## config.mk

```make
export PLATFORM = sky130hd
export DESIGN_NAME = hdTimingDecoder
export DESIGN_NICKNAME = d
export VERILOG_FILES = /design/src/rtl/hdTrsPkg.sv /design/src/rtl/hdTrsDatapath.sv /design/src/rtl/hdTrsControl.sv /design/src/rtl/hdTimingDecoder.sv
export SDC_FILE = /design/constraint.sdc
export NUM_CORES = 1
export LEC_CHECK = 0
export BUFFER_PORTS_ARGS = -buffer_cell sky130_fd_sc_hd__buf_4
export CAP_MARGIN = 0
export CORE_MARGIN = 3
export CORE_UTILIZATION = 38
export DETAILED_ROUTE_END_ITERATION = 7
export PLACE_DENSITY = 0.58
export SKIP_LAST_GASP = 1
export SYNTH_ARGS = -nofsm -noshare
export SYNTH_HDL_FRONTEND = slang
export SYNTH_SLANG_ARGS = --single-unit
export TNS_END_PERCENT = 30
```

## constraint.sdc

```tcl
create_clock -name clk -period 10.4 [get_ports clk]
set_clock_uncertainty 0.05 [all_clocks]
set_input_delay 1.04 -clock clk [delete_from_list [all_inputs] [get_ports clk]]
set_output_delay 1.04 -clock clk [all_outputs]
set_load 0.01 [all_outputs]
```

## src/rtl/hdTrsPkg.sv

```systemverilog
package hdTrsPkg;

  // Commands from control to the datapath counters.
  typedef struct packed {
    logic lineInc;
    logic loadF1;
    logic loadLine1;
    logic clrCount;
    logic hZero;
  } dpStrobe_t;

  // Decoded status word presented by the datapath.
  typedef struct packed {
    logic hit;
    logic protOk;
    logic f;
    logic v;
    logic h;
  } trsWord_t;

endpackage

```

## src/rtl/hdTrsDatapath.sv

```systemverilog
module hdTrsDatapath
  import hdTrsPkg::*;
#(
  parameter int DATA_W   = 10,
  parameter int LINES    = 1125,
  parameter int SAMPLES  = 2200,
  parameter int F1_START = 563,
  parameter int LINE_W   = 11,
  parameter int SAMP_W   = 12
) (
  input  logic              clk,
  input  logic              rstN,
  input  logic [DATA_W-1:0] sampleIn,
  input  dpStrobe_t         strobe,
  output trsWord_t          word,
  output logic [LINE_W-1:0] lineNum,
  output logic [LINE_W-1:0] lineNext,
  output logic [SAMP_W-1:0] sampleNum
);

  localparam int PRE_LEN = 3;
  localparam int FB = DATA_W - 2;
  localparam int VB = DATA_W - 3;
  localparam int HB = DATA_W - 4;
  localparam logic [LINE_W-1:0] LAST_LINE = LINE_W'(LINES);
  localparam logic [LINE_W-1:0] F1_LINE   = LINE_W'(F1_START);
  localparam logic [SAMP_W-1:0] LAST_SAMP = SAMP_W'(SAMPLES - 1);

  logic [DATA_W-1:0] hist [PRE_LEN];
  logic [PRE_LEN-1:0] stageMatch;

  // Word history, hist[0] is the most recent
  always_ff @(posedge clk or negedge rstN) begin
    if (!rstN) begin
      for (int i = 0; i < PRE_LEN; i++) hist[i] <= '0;
    end else begin
      hist[0] <= sampleIn;
      for (int i = 1; i < PRE_LEN; i++) hist[i] <= hist[i-1];
    end
  end

  // Oldest stage must be all ones, the newer ones all zeros
  genvar g;
  generate
    for (g = 0; g < PRE_LEN; g++) begin : gMatch
      if (g == PRE_LEN - 1) begin : gOnes
        assign stageMatch[g] = (hist[g] == {DATA_W{1'b1}});
      end else begin : gZeros
        assign stageMatch[g] = (hist[g] == {DATA_W{1'b0}});
      end
    end
  endgenerate

  logic fBit, vBit, hBit;
  logic [3:0] protCalc;
  assign fBit = sampleIn[FB];
  assign vBit = sampleIn[VB];
  assign hBit = sampleIn[HB];
  assign protCalc = {vBit ^ hBit, fBit ^ hBit, fBit ^ vBit, fBit ^ vBit ^ hBit};

  always_comb begin
    word.hit    = &stageMatch;
    word.protOk = sampleIn[DATA_W-1] && (sampleIn[HB-1:HB-4] == protCalc)
                  && (sampleIn[HB-5:0] == '0);
    word.f      = fBit;
    word.v      = vBit;
    word.h      = hBit;
  end

  // Line counter next state
  always_comb begin
    if (strobe.clrCount)       lineNext = '0;
    else if (strobe.loadF1)    lineNext = F1_LINE;
    else if (strobe.loadLine1) lineNext = LINE_W'(1);
    else if (strobe.lineInc)   lineNext = (lineNum >= LAST_LINE) ? LINE_W'(1) : lineNum + LINE_W'(1);
    else                       lineNext = lineNum;
  end

  logic [SAMP_W-1:0] sampleNext;
  always_comb begin
    if (strobe.clrCount || strobe.hZero) sampleNext = '0;
    else if (sampleNum == LAST_SAMP)     sampleNext = '0;
    else                                 sampleNext = sampleNum + SAMP_W'(1);
  end

  always_ff @(posedge clk or negedge rstN) begin
    if (!rstN) begin
      lineNum   <= '0;
      sampleNum <= '0;
    end else begin
      lineNum   <= lineNext;
      sampleNum <= sampleNext;
    end
  end

endmodule

```

## src/rtl/hdTrsControl.sv

```systemverilog
module hdTrsControl
  import hdTrsPkg::*;
#(
  parameter int F1_START   = 563,
  parameter int VA_END     = 20,
  parameter int VB_START   = 561,
  parameter int VB_END     = 583,
  parameter int VC_START   = 1124,
  parameter int LINE_W     = 11
) (
  input  logic              clk,
  input  logic              rstN,
  input  trsWord_t          word,
  input  logic [LINE_W-1:0] lineNext,
  input  logic              ctrResetReq,
  input  logic              dvActiveLow,
  output dpStrobe_t         strobe,
  output logic              fieldOut,
  output logic              vBlank,
  output logic              hBlank,
  output logic              dataValid,
  output logic              protErr,
  output logic              mapErr
);

  localparam logic [LINE_W-1:0] F1L = LINE_W'(F1_START);
  localparam logic [LINE_W-1:0] VAE = LINE_W'(VA_END);
  localparam logic [LINE_W-1:0] VBS = LINE_W'(VB_START);
  localparam logic [LINE_W-1:0] VBE = LINE_W'(VB_END);
  localparam logic [LINE_W-1:0] VCS = LINE_W'(VC_START);

  function automatic logic mapField(input logic [LINE_W-1:0] l);
    return l >= F1L;
  endfunction

  function automatic logic mapVblank(input logic [LINE_W-1:0] l);
    return (l <= VAE) || ((l >= VBS) && (l <= VBE)) || (l >= VCS);
  endfunction

  logic goodWord, badWord, eavHit, savHit, softFall, reqPrev, dvInt;

  assign goodWord = word.hit && word.protOk;
  assign badWord  = word.hit && !word.protOk;
  assign eavHit   = goodWord && word.h;
  assign savHit   = goodWord && !word.h;
  assign softFall = reqPrev && !ctrResetReq;

  always_comb begin
    strobe.clrCount  = softFall;
    strobe.lineInc   = eavHit;
    strobe.loadF1    = eavHit && word.f && !fieldOut;
    strobe.loadLine1 = eavHit && !word.f && fieldOut;
    strobe.hZero     = savHit;
  end

  always_ff @(posedge clk or negedge rstN) begin
    if (!rstN) begin
      fieldOut <= 1'b0;
      vBlank   <= 1'b1;
      hBlank   <= 1'b1;
      dvInt    <= 1'b0;
      protErr  <= 1'b0;
      mapErr   <= 1'b0;
      reqPrev  <= 1'b0;
    end else begin
      reqPrev <= ctrResetReq;
      protErr <= badWord;
      mapErr  <= eavHit && !softFall && (lineNext != '0) &&
                 ((word.f != mapField(lineNext)) || (word.v != mapVblank(lineNext)));
      if (eavHit) begin
        fieldOut <= word.f;
        vBlank   <= word.v;
        hBlank   <= 1'b1;
        dvInt    <= 1'b0;
      end else if (savHit) begin
        hBlank   <= 1'b0;
        dvInt    <= !word.v;
      end
    end
  end

  assign dataValid = dvInt ^ dvActiveLow;

endmodule

```

## src/rtl/hdTimingDecoder.sv

```systemverilog
module hdTimingDecoder
  import hdTrsPkg::*;
#(
  parameter int DATA_W   = 10,
  parameter int LINES    = 1125,
  parameter int SAMPLES  = 2200,
  parameter int F1_START = 563,
  parameter int VA_END   = 20,
  parameter int VB_START = 561,
  parameter int VB_END   = 583,
  parameter int VC_START = 1124,
  localparam int LINE_W  = $clog2(LINES + 1),
  localparam int SAMP_W  = $clog2(SAMPLES)
) (
  input  logic              clk,
  input  logic              rstN,
  input  logic [DATA_W-1:0] sampleIn,
  input  logic              dvActiveLow,
  input  logic              ctrResetReq,
  output logic              fieldOut,
  output logic              vBlank,
  output logic              hBlank,
  output logic              dataValid,
  output logic              protErr,
  output logic              mapErr,
  output logic [LINE_W-1:0] lineNum,
  output logic [SAMP_W-1:0] sampleNum
);

  dpStrobe_t         strobe;
  trsWord_t          word;
  logic [LINE_W-1:0] lineNext;

  hdTrsDatapath #(
    .DATA_W(DATA_W), .LINES(LINES), .SAMPLES(SAMPLES),
    .F1_START(F1_START), .LINE_W(LINE_W), .SAMP_W(SAMP_W)
  ) uDatapath (
    .clk(clk), .rstN(rstN), .sampleIn(sampleIn), .strobe(strobe),
    .word(word), .lineNum(lineNum), .lineNext(lineNext), .sampleNum(sampleNum)
  );

  hdTrsControl #(
    .F1_START(F1_START), .VA_END(VA_END), .VB_START(VB_START),
    .VB_END(VB_END), .VC_START(VC_START), .LINE_W(LINE_W)
  ) uControl (
    .clk(clk), .rstN(rstN), .word(word), .lineNext(lineNext),
    .ctrResetReq(ctrResetReq), .dvActiveLow(dvActiveLow), .strobe(strobe),
    .fieldOut(fieldOut), .vBlank(vBlank), .hBlank(hBlank),
    .dataValid(dataValid), .protErr(protErr), .mapErr(mapErr)
  );

endmodule

```

Word-level counts from Yosys, hierarchy flattened
Index checks and enable logic that the tools add are counted.
{ "word_totals": {"ff_bits": 60, "latch_bits": 0, "ram_bits": 0, "romBits": 0, "inputBits": 14, "out_inout_bits": 29, "wordCells": 73, "n_memories": 0} }
{ "classes": {"n_addsub": 2, "multipliers": 0, "div_mod_pow": 0, "order_cmp": 6, "n_eq_ne": 5, "n_shift": 0, "mux": 11, "n_bitwise": 5, "reduce_logical": 32} }
{ "op_table": {"columns": ["op", "n"], "rows": [
  ["2-to-1 mux 11 bit", 5],
  ["2-to-1 mux 12 bit", 2],
  ["greater-or-equal comparator 11 x 10 -> 1 bit, second input constant", 2],
  ["greater-or-equal comparator 11 bit, second input constant", 2],
  ["zero test 10 bit", 2],
  ["logical AND 1 bit", 15],
  ["adder 12 x 1 -> 12 bit, second input constant", 1],
  ["== test 12 bit, second input constant", 1],
  ["adder 11 x 1 -> 11 bit, second input constant", 1],
  ["less-or-equal comparator 11 x 10 -> 1 bit, second input constant", 1],
  ["less-or-equal comparator 11 x 5 -> 1 bit, second input constant", 1],
  ["nonzero test 11 bit", 1],
  ["== test 10 bit, second input constant", 1],
  ["zero test 1 bit", 7],
  ["bitwise XOR 1 bit", 5],
  ["== test 4 bit", 1],
  ["logical OR 1 bit", 4],
  ["2-to-1 mux 1 bit", 4],
  ["AND reduction 3 bit", 1],
  ["zero test 2 bit", 1],
  ["!= test 1 bit", 2],
  ["nonzero test 2 bit", 1]
]} }

Depth between registers and ports, before layout
Gate-level depths: netlist of the first run.
{ "depth": {"ltp_word": 19, "mapped_depth": 13, "ltp_nobuf": 13} }

By module
From an unflattened synthesis of the first run, not the netlist that was laid out.
{ "unflattened": {"cells_unflattened": 235, "area_unflattened_um2": 2648.8} }
{ "by_module_without_submodules": {"columns": ["module", "instances", "cells_each", "area_per_inst_um2", "seq_area_each_um2"], "rows": [
  ["hdTrsDatapath", 1, 186, 2188.3, 1326.3],
  ["hdTrsControl", 1, 49, 460.4, 177.7]
]} }

Worst setup path after synthesis of the first run
OpenSTA, ideal clock, no wires.
{ "synth_path": {"path_type": "input port to flip-flop", "startpoint": "input port sampleIn[6]", "endpoint": "register uControl.mapErr", "setup_time_ps": 111, "arrival_ps": 4003, "t_required_ps": 10239, "slack_ps": 6236, "cell_stages": 12, "path_buffers": 1, "path_cell_list": "buf_2 > xor2_1 > a211oi_1 > o2111ai_4 > nor4_2 > mux2i_1 > a31oi_4 > or4_4 > a311oi_2 > a221oi_2 > xor2_1 > a2111oi_2"} }
{ "synth_via": {"elab_chain_cells": 18, "word_cells_on_any_way": 31, "classes_between": "order compare: 5; eq/ne: 3; mux: 4; bitwise: 3; reduce/logical: 16"} }
{ "synth_lines": {"columns": ["element", "line_no", "source"], "rows": [
  ["from (decl)", "hdTimingDecoder.sv:17", "input logic [DATA_W-1:0] sampleIn,"],
  ["bitwise XOR 1 bit", "hdTrsDatapath.sv:59", "assign protCalc = {vBit ^ hBit, fBit ^ hBit, fBit ^ vBit, fBit ^ vBit ^ hBit};"],
  ["== test 4 bit", "hdTrsDatapath.sv:63", "word.protOk = sampleIn[DATA_W-1] && (sampleIn[HB-1:HB-4] == protCalc)"],
  ["logical AND 1 bit", "hdTrsDatapath.sv:63", null],
  ["logical AND 1 bit", "hdTrsDatapath.sv:64", "&& (sampleIn[HB-5:0] == '0);"],
  ["logical AND 1 bit", "hdTrsControl.sv:42", "assign goodWord = word.hit && word.protOk;"],
  ["logical AND 1 bit (*)", "hdTrsControl.sv:44", "assign eavHit = goodWord && word.h;"],
  ["logical AND 1 bit (2 in series)", "hdTrsControl.sv:52", "strobe.loadLine1 = eavHit && !word.f && fieldOut;"],
  ["2-to-1 mux 11 bit", "hdTrsDatapath.sv:74", "else if (strobe.loadLine1) lineNext = LINE_W'(1);"],
  ["2-to-1 mux 11 bit", "hdTrsDatapath.sv:73", "else if (strobe.loadF1) lineNext = F1_LINE;"],
  ["2-to-1 mux 11 bit", "hdTrsDatapath.sv:72", "if (strobe.clrCount) lineNext = '0;"],
  ["greater-or-equal comparator 11 x 10 -> 1 bit / less-or-equal comparator 11 x 10 -> 1 bit (equally long branches)", "hdTrsControl.sv:37", "return (l <= VAE) || ((l >= VBS) && (l <= VBE)) || (l >= VCS);"],
  ["logical AND 1 bit", "hdTrsControl.sv:37", null],
  ["logical OR 1 bit (2 in series)", "hdTrsControl.sv:37", null],
  ["!= test 1 bit", "hdTrsControl.sv:69", "((word.f != mapField(lineNext)) || (word.v != mapVblank(lineNext)));"],
  ["logical OR 1 bit", "hdTrsControl.sv:69", null],
  ["logical AND 1 bit (*)", "hdTrsControl.sv:68", "mapErr <= eavHit && !softFall && (lineNext != '0) &&"],
  ["to (signal assigned)", "hdTrsControl.sv:68", null],
  ["to (decl)", "hdTrsControl.sv:23", "output logic mapErr"]
]} }
Mark *: on every way between the ends. The rest lies on a longest branch, timed or not.
A chain may end at the register's enable or synchronous reset.

Final worst setup path of the first run
Same ends and word-level chain as after synthesis.

==> run summary, run 1 <==
=================================================================================================================
Outcome                                                                                              finished clean
Final critical-path setup slack                                                                          6.348 ns
H-tree depth reported by CTS                                                                                    3
Net total in the final layout                                                                                 345
Cell with the most instances after synthesis                                                              dfrtp_1
Simple-gate area share of the yosys netlist                                                                24.87%
Total global-route track usage                                                                             17.27%
Starting density of the core                                                                               39.63%
Total nets after synthesis                                                                                    303
Post-synth EDFFs                                                                                                0
Leakage                                                                                                  1.586 nW
Clock latency on the worst-skew pair                                                                      0.34 ns
Iter 0 DRT Violations                                                                                         113
Worst r2r src                                                                                        uDatapath.hist[24]$_DFF_PN0_
Die width                                                                                                96.24 um
Power Density                                                                                        139.2 mW/mm2
Antenna diodes                                                                                                  0
Complex-gate fraction of the synthesized area                                                              17.51%
Largest family of logic cells by synthesized area                                                    simple AND/OR/NAND/NOR gates
Synth top cells by count                                                                             58 x dfrtp_1, 28 x nor2_1, 23 x nand2_1, 12 x nand3_1
Crit path largest cell delay                                                                              0.53 ns
Transition time at the pin with the least slew margin                                                    1.020 ns
Placer congestion estimate                                                                                 0.8475
Portion of the clock cycle consumed by the worst path in the final layout                                  38.96%
Largest delay contributor family on the critical path                                                compound AO/OA/AOI/OAI gates
Worst reg2reg setup slack                                                                                 6.55 ns
Setup repair after global routing missed its margin                                                         false
Final sum of negative setup slack                                                                            0 ns
Post-route minimum period                                                                                4.052 ns
Worst Path Max Fanout                                                                                          10
Headroom to the max-slew limit                                                                             31.83%
Critical-path cell with the highest stage delay                                                          a211oi_1
Flip-flop and latch count after synthesis                                                                      60
Total core area                                                                                      0.007807 mm2
Arithmetic-cell share of the synthesized area counting full adders, half adders and majority gates         1.213%
Number of hold-slack violations in the final timing report                                                      0
Vias in the first global route                                                                               2441
Wire length of the first global-routing pass                                                             12020 um
Total cell area at the placement stage                                                               0.003493 mm2
Hold path startpoint                                                                                 uDatapath.hist[24]$_DFF_PN0_
Pin count of the biggest net entering global routing                                                           61
Yosys synthesis warning count                                                                                   0
Final core area utilization                                                                                47.29%
CP dominant cell by count                                                                                  xor2_1
Number of remaining DRC errors                                                                                  0
Dominant cells by area after synthesis                                                               dfrtp_1 47%, nor2_1 3.4%, nand2_1 2.8%
IO buf count                                                                                                   42
Post-Route Hold Slack                                                                                   0.3232 ns
Detailed-route via count                                                                                     2401
Antenna viol nets, final                                                                                        0
Maximum clock rate                                                                                      246.8 MHz
Class of the worst hold path                                                                              reg2reg
Worst R2R End                                                                                        uControl.mapErr$_DFF_PN0_
Final setup vio count                                                                                           0
Share of the yosys chip area belonging to registers                                                        48.60%
Vertical die dimension                                                                                   96.24 um
Count of buffer and inverter cells on the critical path                                                         1
Max-Cap Viols                                                                                                   0
Total half-perimeter wirelength after legalization and detailed placement                                 5318 um
Routed length per instance                                                                               16.76 um
I/O pin count                                                                                                  43
Number of placement rows                                                                                       32
Clock transition at the registers of the reported paths                                                   0.07 ns
Dominant cell type by area after synthesis                                                                dfrtp_1
Mux cell area share after synthesis                                                                        1.011%
Post-CTS resize count                                                                                           0
Mean number of vias per cell                                                                                5.520
CTS sink count                                                                                                 60
Worst Path Arrival                                                                                        4.23 ns
Gate Count Post-Synth                                                                                         286
Peak VDD IR                                                                                            0.09551 mV
Asr flop ratio synth                                                                                       100.0%
Critical path class                                                                                        in2reg
Cell area after technology mapping                                                                   0.003094 mm2
Number of cells on the worst reg-to-reg path                                                                   11
Buffer levels on the longest clock path                                                                         2
Post-CTS setup repair buffer count                                                                              0
Hold EP                                                                                              uDatapath.hist[14]$_DFF_PN0_
Final wirelength                                                                                          7292 um
Area of all placed cells without fillers                                                             0.003692 mm2
Critical path endpoint category                                                                          register
Beginning of the critical path                                                                        sampleIn[6]
Distinct cell type count of the synthesized netlist                                                            67
Area fraction of the dominant cell type after synthesis                                                    46.91%
Share of post-route cells with drive strength above 1                                                      26.73%
Most instantiated flip-flop cell in the synthesis netlist                                                 dfrtp_1
Critical path required time                                                                              10.58 ns
Root buffer cell                                                                                         clkbuf_8
Count of cells along the worst hold path                                                                        0
Slew Limit Fails                                                                                                0
Mean post-synth cell area                                                                               10.82 um2
Crit-path cells                                                                                      buf_4 > xor2_1 > a211oi_1 > o2111ai_4 > nor4_2 > mux2i_1 > a31oi_4 > or4_4 > a311oi_2 > a221oi_2 > xor2_1 > a2111oi_2
Synthesis-to-layout area growth                                                                            19.33%
Number of buffers created by CTS                                                                                9
Router iterations before antenna repair                                                                         4
Xor/xnor cell area share of the yosys netlist                                                              4.529%
Antenna violations before repair                                                                                0
Worst slack after detailed placement                                                                     5.999 ns
Die ar.                                                                                              0.009261 mm2
TritonCTS clock tree                                                                                         done
Overflow left after global routing                                                                              0
Startpoint types                                                                                     primary input
Number of buffers inserted by hold repair at cts                                                                0
=================================================================================================================
## power breakdown
| part | total (W) | leakage, nW | internal, W | switching [W] |
|---|---|---|---|---|
| Clock | 0.000207 | 0.0918 | 0.000111 | 0.0000955 |
| Sequential | 0.000256 | 0.749 | 0.000245 | 0.0000106 |
| Combinational | 0.0000515 | 0.745 | 0.0000214 | 0.0000302 |
| Total | 0.000514 | 1.59 | 0.000378 | 0.000136 |
## logic make-up after synthesis
| family | Yosys count |
|---|---|
| AND/OR/NAND/NOR | 129 |
| flip-flops | 60 |
| AO/OA/AOI/OAI | 57 |
| buffers and inverters | 18 |
| XOR/XNOR | 16 |
| multiplexers | 3 |
| adder cells (fa/ha/maj) | 3 |
## stage by stage
| stage | total power (W) | cells |
|---|---|---|
| final | 0.0005138 | 435 |
| after global routing | 0.0005437 | 435 |
| after CTS | 0.0005242 | 435 |
| after detailed placement | 0.0003129 | 419 |
| after global placement | 0.0003123 | 419 |
| after floorplan | 0.0002865 | 286 |
## cell type report
class / instances / area, um2
sequential: 60 / 1504
multi-input combinational: 208 / 1520
inverter: 7 / 26.28
timing repair buffer: 42 / 315.3
tap: 102 / 127.6
clock inverter: 7 / 75.07
clock buffer: 9 / 123.9
fill: 751 / 4115
## worst max path at each step
stage	depth (start not counted)	to	slack, ns
floorplan	12	uControl.mapErr$_DFF_PN0_	6.24
global placement	12	uControl.mapErr$_DFF_PN0_	6.08
detailed placement	12	uControl.mapErr$_DFF_PN0_	6.00
CTS	12	uControl.mapErr$_DFF_PN0_	6.33
global route	12	uControl.mapErr$_DFF_PN0_	6.05
finish	12	uControl.mapErr$_DFF_PN0_	6.35
## layer usage
metal	up-vias	global-route usage, %	routed length [um]
li1	1157	-	-
met1	1180	21.38	3317
met2	50	27.49	3487
met3	14	5.004	316
met4	0	8.294	170
met5	-	0	0
## state kept, by name (all words and copies together), names as in the netlist
name,flops
uDatapath.hist,30
uControl.reqPrev,1
uControl.dvInt,1
uControl.mapErr,1
uDatapath.lineNum,11
uControl.hBlank,1
uControl.fieldOut,1
uControl.protErr,1
uDatapath.sampleNum,12
uControl.vBlank,1
## worst reg2reg max path, stage by stage (launching register included)
cell and delay [ns]:
dfrtp_1 0.37, or4_4 0.56, nor4_4 0.41, o2111ai_4 0.29, nor4_2 0.39, mux2i_1 0.34, a31oi_4 0.13, or4_4 0.44
a311oi_2 0.22, a221oi_2 0.07, xor2_1 0.18, a2111oi_2 0.29
## cell usage in the layout (no fill, tap or decap), types with 3 or more instances in the layout
master	n
dfrtp_1	58
o41a_1	3
a211oi_1	3
nor3_1	10
o41ai_2	3
nor2_1	28
inv_1	7
nor4_1	5
o21ai_0	9
nand2_1	23
buf_4	42
nand3_1	12
nor2b_1	5
xnor2_1	7
nand2b_1	3
and3_1	5
xor2_1	9
ha_1	3
a21oi_1	9
nand4_1	10
clkinvlp_4	3
clkbuf_8	9
and2_1	4
nor3b_1	3
Note: power is estimated with default switching activity, not from simulation.
==> run 2, diff against run 1 <==
- PLACE_DENSITY: 0.58 -> 0.6
- clock period: 10.4 -> 3.6 ns (I/O delays scaled with it)
==> run 2 against run 1 <==
Via count grew 5.4%. Sequential cell count is the same. Combinational power grew to 3.2 times the previous value. Wire length grew 9.1%. First-iteration DRC count grew 2.7%.
==> run summary, run 2 (synthesis gave the netlist of run 1 again) <==
========================================================================================
Final setup vio count                                                                  0
Register with the highest flop count                                        uDatapath.hist
Wire length of the first global-routing pass                                    12880 um
Antenna diodes                                                                         0
Number of cells on the worst reg-to-reg path                                          12
Critical-path cell with the highest stage delay                                    or4_4
Portion of the clock cycle consumed by the worst path in the final layout         98.80%
Vertical die dimension                                                          96.24 um
Total half-perimeter wirelength after legalization and detailed placement        5756 um
Antenna violations before repair                                                       0
Largest delay contributor family on the critical path                       simple AND/OR/NAND/NOR gates
Total global-route track usage                                                    18.52%
Outcome                                                                     finished clean
Post-Layout Cell Count                                                               461
Worst R2R End                                                               uControl.mapErr$_DFF_PN0_
Final sum of negative setup slack                                                   0 ns
Area of combinational cells with multiple inputs                            0.001599 mm2
Clock latency on the worst-skew pair                                             0.36 ns
Clock transition at the registers of the reported paths                          0.08 ns
Startpoint types                                                                register
Headroom to the max-slew limit                                                    51.06%
Worst Path Arrival                                                               3.75 ns
Most common cell after layout, fill and taps aside                                 buf_4
Number of buffers inserted by hold repair at cts                                       0
Setup repair after global routing missed its margin                                 true
Final core area utilization                                                       51.15%
Commonest cells after routing, fill and taps aside                          67 x buf_4, 58 x dfrtp_1, 28 x nor2_1, 22 x nand2_1, 12 x nand3_1
Transition time at the pin with the least slew margin                          0.7341 ns
Share of post-route cells with drive strength above 1                             33.70%
Number of remaining DRC errors                                                         0
Sequential cell area                                                        0.001504 mm2
Total core area                                                             0.007807 mm2
Maximum clock rate                                                             281.2 MHz
Power Density                                                               400.2 mW/mm2
Class of the worst hold path                                                    in2async
Starting density of the core                                                      39.63%
Number of flip-flops under the largest register name                                  30
Crit-path cells                                                             or4_4 > nor4_4 > buf_4 > o2111ai_4 > buf_6 > nor4_4 > o32ai_4 > or4_4 > a311oi_2 > a221oi_2 > xor2_1 > a2111oi_2
Number of hold-slack violations in the final timing report                             0
Pin count of the biggest net entering global routing                                  61
Critical path required time                                                      3.80 ns
Overall Power                                                                 0.001599 W
Buffer levels on the longest clock path                                                2
Vias in the first global route                                                      2558
Detailed-route via count                                                            2530
Overflow left after global routing                                                     0
Critical path class                                                              reg2reg
Root buffer cell                                                                clkbuf_8
Synthesis-to-layout area growth                                                   29.07%
Die width                                                                       96.24 um
Count of buffer and inverter cells on the critical path                                2
Peak VDD IR                                                                    0.1684 mV
Mean number of vias per cell                                                       5.488
Antenna viol nets, final                                                               0
Leakage                                                                         1.753 nW
Registers with the highest flip-flop counts                                 uDatapath.hist x30, uDatapath.sampleNum x12, uDatapath.lineNum x11
Final wirelength                                                                 7956 um
Slew Limit Fails                                                                       0
Worst Path Max Fanout                                                                  6
Number of placement rows                                                              32
Worst r2r src                                                               uDatapath.hist[23]$_DFF_PN0_
Critical path endpoint category                                                 register
Worst reg2reg setup slack                                                        0.04 ns
Router iterations before antenna repair                                                5
Die ar.                                                                     0.009261 mm2
Number of buffers created by CTS                                                       9
Net total in the final layout                                                        371
Max-Cap Viols                                                                          0
CTS sink count                                                                        60
Crit path largest cell delay                                                     0.56 ns
IO buf count                                                                          42
Placer congestion estimate                                                        0.9486
Routed length per instance                                                      17.26 um
Post-Route Hold Slack                                                         0.02342 ns
Placed cells                                                                         441
H-tree depth reported by CTS                                                           3
I/O pin count                                                                         43
TritonCTS clock tree                                                                done
Fill count                                                                           726
Iter 0 DRT Violations                                                                116
Post-route minimum period                                                       3.557 ns
========================================================================================
run 2: changes by cell type in the layout (fill, tap and decap cells not counted), moves of 2 or more:
cell,before,now
buf_4,42,67
clkinvlp_4,3,1
o41ai_2,3,1
o41ai_4,0,2
run 2: cell type report:
type                       instances  area share [%]
sequential                        60           37.66
multi-input combinational        208           40.04
clock inverter                     7           2.475
timing repair buffer              68           12.88
clock buffer                       9           3.102
inverter                           7          0.6579
tap                              102           3.195
run 2: per-stage QoR:
| step | setup slack (ns) | cell area, um2 |
|---|---|---|
| after floorplan | 0.02205 | 3094 |
| after global placement | 0.02758 | 3659 |
| after detailed placement | -0.09023 | 3659 |
| after CTS | 0.008614 | 3951 |
| after global routing | -0.1839 | 3994 |
| final | 0.04320 | 3994 |
run 2: what timing repair did:
item | CTS | global route
buffers inserted | 3 | 1
gates resized for setup | 6 | 6
pin swaps | 4 | 5
setup endpoints to repair | 1 | 1
run 2: power breakdown:
group          internal (W)  switching, W
combinational     0.0000678     0.0000949
sequential         0.000708     0.0000324
clock              0.000394      0.000301
run 2: how the worst max path moves through the flow:
stage | from | endpoint | slack, ns | depth (start not counted)
final | uDatapath.hist[23]$_DFF_PN0_ | uControl.mapErr$_DFF_PN0_ | 0.04 | 12
after global routing | uDatapath.hist[23]$_DFF_PN0_ | uControl.mapErr$_DFF_PN0_ | -0.18 | 12
after CTS | uDatapath.hist[23]$_DFF_PN0_ | uControl.mapErr$_DFF_PN0_ | 0.009 | 12
after detailed placement | uDatapath.hist[24]$_DFF_PN0_ | uControl.mapErr$_DFF_PN0_ | -0.09 | 11
after global placement | uDatapath.hist[24]$_DFF_PN0_ | uControl.mapErr$_DFF_PN0_ | 0.03 | 11
after floorplan | uDatapath.hist[24]$_DFF_PN0_ | uControl.mapErr$_DFF_PN0_ | 0.02 | 11
run 2: layer usage:
metal,share of wire (%),vias up,track usage (%)
li1,-,1212,-
met2,49,60,30.48
met1,45,1247,23.45
met4,1.5,0,7.820
met3,4.1,11,3.909
met5,0,-,0
==> run 3, diff against run 2 <==
--- a/config.mk
+++ b/config.mk
@@ -12,3 +12,3 @@
 export DETAILED_ROUTE_END_ITERATION = 7
-export PLACE_DENSITY = 0.6
+export PLACE_DENSITY = 0.65
 export SKIP_LAST_GASP = 1
--- a/constraint.sdc
+++ b/constraint.sdc
@@ -4,2 +4,2 @@
 set_output_delay 0.36 -clock clk [all_outputs]
-set_load 0.01 [all_outputs]
+set_load 0.1 [all_outputs]
==> run 3 against run 2 <==
Die area is the same. Via count grew 1.6%. Design area shrank 0.41%. Sequential power is essentially flat. Global-route usage grew 0.46 points. Register-to-register slack lost 0.03 ns.
==> run summary, run 3 (synthesis gave the netlist of run 1 again) <==
========================================================================================
Buffer levels on the longest clock path                                                2
Total half-perimeter wirelength after legalization and detailed placement        5739 um
Detailed-route via count                                                            2571
Busiest layer in global routing                                                     met2
Most common cell after layout, fill and taps aside                                 buf_4
Vertical die dimension                                                          96.24 um
Commonest cells after routing, fill and taps aside                          71 x buf_4, 54 x dfrtp_1, 28 x nor2_1, 23 x nand2_1
Slew Limit Fails                                                                       0
Router iterations before antenna repair                                                4
Number of flip-flops under the largest register name                                  30
Maximum clock rate                                                             278.8 MHz
Number of cells on the worst reg-to-reg path                                          12
Worst Path Arrival                                                               3.77 ns
Iter 0 DRT Violations                                                                128
Startpoint types                                                                register
Met2 demand-to-capacity share in global routing                                   29.79%
Final setup vio count                                                                  0
Clock transition at the registers of the reported paths                          0.07 ns
Class of the worst hold path                                                    in2async
Global routing usage on met3                                                      4.378%
M1 GR Usage                                                                       23.93%
Share of post-route cells with drive strength above 1                             34.35%
Net total in the final layout                                                        374
Number of hold-slack violations in the final timing report                             0
Outcome                                                                     finished clean
Antenna diodes                                                                         0
Die width                                                                       96.24 um
Starting density of the core                                                      39.63%
Overflow left after global routing                                                     0
Antenna viol nets, final                                                               0
Transition time at the pin with the least slew margin                          0.7354 ns
Die ar.                                                                     0.009261 mm2
Final sum of negative setup slack                                                   0 ns
Fill count                                                                           709
CTS sink count                                                                        60
Final core area utilization                                                       50.95%
Register with the highest flop count                                        uDatapath.hist
Total core area                                                             0.007807 mm2
Number of placement rows                                                              32
Leakage                                                                         1.739 nW
Routed length per instance                                                      17.08 um
Wire length of the first global-routing pass                                    13150 um
TritonCTS clock tree                                                                done
Critical path required time                                                      3.78 ns
Placed cells                                                                         445
Synthesis-to-layout area growth                                                   28.55%
Post-route minimum period                                                       3.587 ns
Registers with the highest flip-flop counts                                 uDatapath.hist x30, uDatapath.sampleNum x12, uDatapath.lineNum x11
Number of buffers created by CTS                                                       9
H-tree depth reported by CTS                                                           3
Placer congestion estimate                                                        0.9054
Mean number of vias per cell                                                       5.553
Root buffer cell                                                                clkbuf_8
Number of remaining DRC errors                                                         0
Worst Path Max Fanout                                                                  7
Critical path class                                                              reg2reg
Overall Power                                                                 0.001659 W
Final critical-path setup slack                                               0.01307 ns
Antenna violations before repair                                                       0
Final wirelength                                                                 7910 um
Clock latency on the worst-skew pair                                             0.34 ns
Headroom to the max-slew limit                                                    50.97%
Pin count of the biggest net entering global routing                                  61
Max-Cap Viols                                                                          0
Total global-route track usage                                                    18.99%
Critical path endpoint category                                                 register
Post-Layout Cell Count                                                               463
I/O pin count                                                                         43
Setup repair after global routing missed its margin                                 true
Power Density                                                               417.2 mW/mm2
Peak VDD IR                                                                    0.2214 mV
IO buf count                                                                          42
Worst slack after detailed placement                                        -0.0005838 ns
Vias in the first global route                                                      2612
Portion of the clock cycle consumed by the worst path in the final layout         99.64%
========================================================================================
[run 3: cell types whose count changed in the layout (fill, tap and decap cells not counted), sizes merged]
cell      delta
inv          -2
clkinvlp     +1
clkbuf       +3
clkinv       -2
buf          +3
bufinv       -1
[run 3: final timing paths]
check / start / to / slack, ns
setup / recovery: uDatapath.hist[24]$_DFF_PN0_ / uControl.mapErr$_DFF_PN0_ / 0.01
hold / removal: rstN / uDatapath.sampleNum[11]$_DFF_PN0_ / 0.02
setup reg to reg: uDatapath.hist[24]$_DFF_PN0_ / uControl.mapErr$_DFF_PN0_ / 0.01
hold reg to reg: uDatapath.hist[27]$_DFF_PN0_ / uDatapath.hist[17]$_DFF_PN0_ / 0.32
max in group asynchronous: rstN / uDatapath.lineNum[2]$_DFF_PN0_ / 2.94
min in group clk: sampleIn[0] / uDatapath.hist[20]$_DFF_PN0_ / 0.09
[run 3: final cells by class]
type                    count  area [um2]  area share, %
multi-input cells         208        1572          39.51
flip-flops and latches     60        1509          37.94
repair buffers             71       533.0          13.40
clock buffers              12       165.2          4.152
well taps                 102       127.6          3.209
clock inverters             3       45.04          1.132
inverters                   7       26.28         0.6606
[run 3: critical path: stages, from the launching register on]
cell,delay [ns]
dfrtp_1,0.37
or4_4,0.55
nor4_4,0.35
buf_4,0.18
o2111a_4,0.24
nand3_4,0.15
o211ai_1,0.30
nand2_1,0.13
o41a_1,0.39
o21ai_0,0.21
a221oi_2,0.09
xor2_1,0.17
a2111oi_2,0.30
[run 3: timing repair]
action	4_1_cts	5_1_grt
setup buffers	3	0
hold buffers	0	0
pin swaps	4	2
resized for setup	7	0
hold endpoints to repair	0	0
setup endpoints to repair	1	1
[run 3: per-stage QoR]
stage	hold WS (ns)	cell area, um2
2_1_floorplan	0.01441	3099
3_3_place_gp	0.3093	3694
3_5_place_dp	0.3088	3694
4_1_cts	0.05280	3978
5_1_grt	0.07207	3978
6_report	0.02086	3978
[run 3: where the power goes]
part | internal (W) | switching, W | total (W)
clock | 0.000372 | 0.000267 | 0.000639
sequential | 0.000709 | 0.0000300 | 0.000739
combinational | 0.0000686 | 0.000213 | 0.000282
[run 3: routing by layer]
layer	up-vias	share of wire, %
met5	-	0
met1	1254	43
met3	27	5.2
met4	0	3.5
met2	79	48
li1	1211	-
